[config.mk]
export PLATFORM = sky130hd
export DESIGN_NAME = i2c_addr_match
export DESIGN_NICKNAME = d
export VERILOG_FILES = /design/src/rtl/i2cam_pkg.sv /design/src/rtl/i2cam_addr_reg.sv /design/src/rtl/i2cam_strap_cap.sv /design/src/rtl/i2cam_cmp.sv /design/src/rtl/i2cam_seq.sv /design/src/rtl/i2c_addr_match.sv
export SDC_FILE = /design/constraint.sdc
export NUM_CORES = 1
export LEC_CHECK = 0
export BUFFER_PORTS_ARGS = -buffer_cell sky130_fd_sc_hd__buf_2
export CORE_MARGIN = 1
export CORE_UTILIZATION = 48
export CTS_BUF_LIST = sky130_fd_sc_hd__clkbuf_8
export DETAILED_ROUTE_END_ITERATION = 10
export PLACE_DENSITY = 0.78
export REMOVE_ABC_BUFFERS = 1
export SLEW_MARGIN = 20
export SYNTH_ARGS = -nofsm -noshare
export SYNTH_HDL_FRONTEND = slang
export SYNTH_HIERARCHICAL = 1
export SYNTH_SLANG_ARGS = --single-unit
[constraint.sdc]
create_clock -name clk_i -period 5.15 [get_ports clk_i]
set_clock_uncertainty 0.1 [all_clocks]
set_input_delay 0.7725 -clock clk_i [delete_from_list [all_inputs] [get_ports clk_i]]
set_output_delay 0.7725 -clock clk_i [all_outputs]
set_load 0.05 [all_outputs]
[src/rtl/i2cam_pkg.sv]
package i2cam_pkg;
    typedef enum logic [1:0] {
        ST_IDLE = 2'd0,
        ST_ADDR = 2'd1,
        ST_DATA = 2'd2,
        ST_SKIP = 2'd3
    } am_state_e;

    typedef struct packed {
        am_state_e   st;
        logic        ack;
        logic        rw;
        logic        dstb;
        logic [7:0]  data;
    } am_seq_t;
endpackage

[src/rtl/i2cam_addr_reg.sv]
module i2cam_addr_reg #(
    parameter int HI_W = 5,
    parameter logic [HI_W-1:0] RST_VAL = '0
) (
    input  logic            clk_i,
    input  logic            rst_ni,
    input  logic            wr_i,
    input  logic [HI_W-1:0] wdata_i,
    output logic [HI_W-1:0] hi_o
);
    logic [HI_W-1:0] hi_d, hi_q;

    always_comb begin
        hi_d = hi_q;
        if (wr_i) hi_d = wdata_i;
    end

    always_ff @(posedge clk_i or negedge rst_ni) begin
        if (!rst_ni) hi_q <= RST_VAL;
        else         hi_q <= hi_d;
    end

    assign hi_o = hi_q;
endmodule

[src/rtl/i2cam_strap_cap.sv]
module i2cam_strap_cap #(
    parameter int LO_W = 2
) (
    input  logic            clk_i,
    input  logic            rst_ni,
    input  logic [LO_W-1:0] strap_i,
    output logic [LO_W-1:0] lo_o
);
    logic [LO_W-1:0] lo_d, lo_q;

    // capture follows the pins only while reset is held
    always_comb begin
        lo_d = lo_q;
        if (!rst_ni) lo_d = strap_i;
    end

    always_ff @(posedge clk_i) begin
        lo_q <= lo_d;
    end

    assign lo_o = lo_q;
endmodule

[src/rtl/i2cam_cmp.sv]
module i2cam_cmp #(
    parameter int ADDR_W = 7,
    parameter int HI_W   = 5,
    localparam int LO_W  = ADDR_W - HI_W,
    localparam int BYTE_W = ADDR_W + 1
) (
    input  logic [BYTE_W-1:0] byte_i,
    input  logic [HI_W-1:0]   hi_i,
    input  logic [LO_W-1:0]   lo_i,
    output logic              hit_o
);
    logic own_hit, gc_hit;

    always_comb begin
        own_hit = (byte_i[BYTE_W-1:1] == {hi_i, lo_i});
        gc_hit  = (byte_i == '0);
        hit_o   = own_hit | gc_hit;
    end
endmodule

[src/rtl/i2cam_seq.sv]
module i2cam_seq
    import i2cam_pkg::*;
#(
    parameter int BYTE_W = 8
) (
    input  logic              clk_i,
    input  logic              rst_ni,
    input  logic              mode_i,
    input  logic              start_i,
    input  logic              stop_i,
    input  logic              bv_i,
    input  logic [BYTE_W-1:0] byte_i,
    input  logic              hit_i,
    output logic              ack_o,
    output logic              addressed_o,
    output logic              rw_o,
    output logic              dstb_o,
    output logic [BYTE_W-1:0] data_o
);
    am_seq_t s_d, s_q;

    always_comb begin
        s_d      = s_q;
        s_d.ack  = 1'b0;
        s_d.dstb = 1'b0;
        if (!mode_i) begin
            s_d.st = ST_IDLE;
        end else if (stop_i) begin
            s_d.st = ST_IDLE;
        end else if (start_i) begin
            s_d.st = ST_ADDR;
        end else if (bv_i) begin
            unique case (s_q.st)
                ST_ADDR: begin
                    if (hit_i) begin
                        s_d.st  = ST_DATA;
                        s_d.ack = 1'b1;
                        s_d.rw  = byte_i[0];
                    end else begin
                        s_d.st  = ST_SKIP;
                    end
                end
                ST_DATA: begin
                    s_d.ack  = 1'b1;
                    s_d.dstb = 1'b1;
                    s_d.data = byte_i;
                end
                default: s_d.st = s_q.st;
            endcase
        end
    end

    always_ff @(posedge clk_i or negedge rst_ni) begin
        if (!rst_ni) begin
            s_q.st   <= ST_IDLE;
            s_q.ack  <= 1'b0;
            s_q.rw   <= 1'b0;
            s_q.dstb <= 1'b0;
            s_q.data <= '0;
        end else begin
            s_q <= s_d;
        end
    end

    assign ack_o       = s_q.ack;
    assign addressed_o = (s_q.st == ST_DATA);
    assign rw_o        = s_q.rw;
    assign dstb_o      = s_q.dstb;
    assign data_o      = s_q.data;


    ack_after_byte_chk: assert property (@(posedge clk_i) disable iff (!rst_ni)
        ack_o |-> $past(bv_i));


    mode_off_chk: assert property (@(posedge clk_i) disable iff (!rst_ni)
        !mode_i |=> (!ack_o && !addressed_o));


    stop_clears_chk: assert property (@(posedge clk_i) disable iff (!rst_ni)
        stop_i |=> (!addressed_o && !dstb_o));


    rw_hold_chk: assert property (@(posedge clk_i) disable iff (!rst_ni)
        (addressed_o && !start_i) |=> $stable(rw_o));


    dstb_acked_chk: assert property (@(posedge clk_i) disable iff (!rst_ni)
        dstb_o |-> (ack_o && addressed_o));
endmodule

[src/rtl/i2c_addr_match.sv]
module i2c_addr_match #(
    parameter int ADDR_W = 7,
    parameter int HI_W   = 5,
    parameter logic [HI_W-1:0] HI_RST = '0,
    localparam int LO_W   = ADDR_W - HI_W,
    localparam int BYTE_W = ADDR_W + 1
) (
    input  logic              clk_i,
    input  logic              rst_ni,
    input  logic              slave_mode_i,
    input  logic              addr_wr_i,
    input  logic [HI_W-1:0]   addr_wdata_i,
    input  logic [LO_W-1:0]   strap_i,
    input  logic              start_i,
    input  logic              stop_i,
    input  logic              byte_valid_i,
    input  logic [BYTE_W-1:0] byte_i,
    output logic              ack_o,
    output logic              addressed_o,
    output logic              rw_o,
    output logic              data_stb_o,
    output logic [BYTE_W-1:0] data_o
);
    logic [HI_W-1:0] hi;
    logic [LO_W-1:0] lo;
    logic            hit;

    i2cam_addr_reg #(.HI_W(HI_W), .RST_VAL(HI_RST)) u_reg (
        .clk_i(clk_i), .rst_ni(rst_ni), .wr_i(addr_wr_i),
        .wdata_i(addr_wdata_i), .hi_o(hi)
    );

    i2cam_strap_cap #(.LO_W(LO_W)) u_strap (
        .clk_i(clk_i), .rst_ni(rst_ni), .strap_i(strap_i), .lo_o(lo)
    );

    i2cam_cmp #(.ADDR_W(ADDR_W), .HI_W(HI_W)) u_cmp (
        .byte_i(byte_i), .hi_i(hi), .lo_i(lo), .hit_o(hit)
    );

    i2cam_seq #(.BYTE_W(BYTE_W)) u_seq (
        .clk_i(clk_i), .rst_ni(rst_ni), .mode_i(slave_mode_i),
        .start_i(start_i), .stop_i(stop_i), .bv_i(byte_valid_i),
        .byte_i(byte_i), .hit_i(hit), .ack_o(ack_o),
        .addressed_o(addressed_o), .rw_o(rw_o), .dstb_o(data_stb_o),
        .data_o(data_o)
    );


    reset_quiet_chk: assert property (@(posedge clk_i)
        $rose(rst_ni) |-> (!ack_o && !addressed_o && !data_stb_o));
endmodule

==> impl_metrics.tcl <==
set metrics [dict create \
    outcome "finished clean" \
    io_pins 34 \
    vdd_drop_max_mv 0.211 \
    n_antenna_cell 0 \
    sw_frac_of_total_pct 23.6 \
    remaining_drc_errors 0 \
    tritoncts "done" \
    crit_buf_inv 1 \
    p_clk_share_pct 33.0 \
    final_cell_mix "buf_2, dfrtp_1, mux2_2, xnor2_1" \
    die_h_um 46.4 \
    seq_area_frac_synth_pct 54.0 \
    synth_area_leaders "dfrtp_1, mux2_2, buf_4" \
    netlist_area_um2 946 \
    worstSetupStartpoint "byte_i[2]" \
    placementRows 15 \
    power.switching_mw 0.0731 \
    fin_area_um2 1130 \
    cp.arrival_ps 2160 \
    clk_path_buf_depth 2 \
    clockRootBuffer "clkbuf_8" \
    startpoint_type "input port" \
    max_cap_viol_count 0 \
    wire_per_inst_um 12.1 \
    final_cells 125 \
    syn_to_final_growth_pct 19.2 \
    ff2ff_setup_slack_ps 3240 \
    regArea_um2 510 \
    holdBufCountCts 0 \
    maxSlewHeadroom_pct 72.3 \
    drt_wl_total_um 1510 \
    timing.fmax_ghz 0.472 \
    gr-usage-met3_pct 2.75 \
    ctsResizeCount 0 \
    cts_buffers 3 \
    slowest_stage "or3_4" \
    gr-usage-met1_pct 21.2 \
    postCtsSetupBuffers 0 \
    overflow 0 \
    pwr-share-seq_pct 55.1 \
    drive_gt1_share_pct 54.0 \
    r2r_cells 5 \
    num_vias 598 \
    cts_sinks 20 \
    min_period_ps 2120 \
    dieArea_um2 2150 \
    fillers 152 \
    hold_viol 0 \
    crit_cells 7 \
    power_density_nw_per_um2 275 \
    synth_top_area_share_pct 47.6 \
    worstSetupEndpoint "u_seq/rw_o$_DFFE_PN0P_" \
    worstMarginPinSlew_ps 415 \
    hp-class "in2async" \
    grt_usage_pct 16.6 \
    crit_required_ps 5190 \
    ys_warn_count 6 \
    worst_setup_path_end_kind "flip-flop" \
    r2r-end "u_seq/rw_o$_DFFE_PN0P_" \
    cp_slowest_stage_delay_ps 350 \
    coreArea_um2 1780 \
    dp.cells 121 \
    syn-mean-instance-area_um2 13.3 \
    drt-pass1-iter-count 3 \
    grt_pass1_vias 550 \
    synth_cells 71 \
    internal_power_mw 0.237 \
    die_width_um 46.4 \
    ys_ff_latch 20 \
    comb_power_share_pct 12.0 \
    grt-busiest-layer "met2" \
    viasPerCell 4.78 \
    initial_core_util_pct 53.1 \
    finalSetupTns_ps 0 \
    layout.nets 125 \
    antenna_found_initial 0 \
    grt_use_met2_pct 25.6 \
    path_cells "buf_2 > xnor2_1 > nand4_1 > o41ai_2 > nand3_1 > or3_4 > mux2_4" \
    grt_pass1_wl_um 2420 \
    critPathKind "in2reg" \
    slew_viol_final 0 \
    clk_pin_slew_worst_paths_ps 70 \
    post-route-period-util_pct 41.2 \
    synth.largest_area_cell "dfrtp_1" \
    ys_types 22 \
    placed_cell_area_um2 1080 \
    p_leak_nw 0.590 \
    clock_latency_ps 250 \
    final_antenna_net_count 0 \
    rr_startpoint "u_strap/lo_o[0]$_DFFE_PN_" \
    critPathMaxFanout 3 \
    post-dp-hpwl_um 1190 \
    h-tree-depth 1 \
    setup_viol 0 \
    layout_commonest_cell "buf_2" \
    dr.first_iter.drc_count 7 \
    portBuffers 33 \
    grt_max_degree 20 \
    gp_congestion 0.691 \
    multiInputGateArea_um2 360 \
    rsz0062_at_grt "no" \
    crit_family "simple AND/OR/NAND/NOR gates" \
]
power by group through the flow:
stage / clock network, mW / registers [mW] / logic (mW)
6_report: 0.102 / 0.171 / 0.0371
5_1_grt: 0.111 / 0.172 / 0.0407
4_1_cts: 0.104 / 0.171 / 0.0375
3_5_place_dp: 0 / 0.174 / 0.0374
3_3_place_gp: 0 / 0.174 / 0.0365
2_1_floorplan: 0 / 0.177 / 0.0161
routing by layer:
layer | vias to the layer above | part of all wire (%)
met2 | 17 | 48
li1 | 297 | -
met1 | 282 | 47
met5 | - | 0
met3 | 2 | 3.7
met4 | 0 | 1.3
synth_stat cells:
master and instances:
dfrtp_1 18, mux2_2 13, buf_4 8, xnor2_1 4
a21oi_1 3, inv_1 3, xor2_1 3, edfxtp_1 2
ha_1 2, nand3_1 2, nor4_1 2, a21o_1 1
inv_2 1, mux2_4 1, nand2_1 1, nand2b_4 1
nand4_1 1, nor2_1 1, nor3_1 1, nor3b_1 1
o41ai_2 1, or3_4 1
how the worst min path moves through the flow:
| stage | to | start | depth (start not counted) | slack, ps |
|---|---|---|---|---|
| after floorplan | u_reg/hi_o[0]$_DFFE_PN0P_ | rst_ni | 0 | 380 |
| after global routing | u_seq/data_o[2]$_DFFE_PN0P_ | rst_ni | 1 | 360 |
| after detailed placement | u_seq/data_o[7]$_DFFE_PN0P_ | u_seq/data_o[7]$_DFFE_PN0P_ | 1 | 390 |
| after global placement | u_seq/data_o[7]$_DFFE_PN0P_ | u_seq/data_o[7]$_DFFE_PN0P_ | 1 | 380 |
| final | u_seq/data_o[2]$_DFFE_PN0P_ | rst_ni | 1 | 340 |
| after CTS | u_seq/data_o[2]$_DFFE_PN0P_ | rst_ni | 1 | 360 |
through the flow:
step / utilization (%) / hold WS (ps) / setup WS (ps) / total power [mW]
finish: 63.2 / 343 / 3030 / 0.310
global route: 63.2 / 360 / 2970 / 0.324
CTS: 63.2 / 355 / 3020 / 0.312
detailed placement: 60.7 / 391 / 2760 / 0.211
global placement: 60.7 / 384 / 2760 / 0.210
floorplan: - / 377 / 2960 / 0.193
logic make-up after synthesis:
logic type,after synthesis,synth area share (%)
xor gates and xnor gates,7,6.48
and+or+nand+nor,11,7.80
DFF,20,54.0
AOI/OAI and AO/OA,5,4.10
adders and majority gates,2,2.65
muxes,14,17.1
buffers and inverters,12,7.94
layout make-up:
cell class | count | area share, %
clock buffers | 3 | 3.66
clock inverters | 1 | 0.333
inverters | 4 | 1.33
multi-input cells | 39 | 32.0
flip-flops and latches | 20 | 45.3
well taps | 25 | 2.77
repair buffers | 33 | 14.7
registers in the layout, indices dropped and copies added (netlist names):
name	count
u_seq/ack_o	1
u_strap/lo_o	2
u_seq/dstb_o	1
u_seq/data_o	8
u_seq/rw_o	1
u_reg/hi_o	5
u_seq/s_q	2
Note: power is estimated with default switching activity, not from simulation.
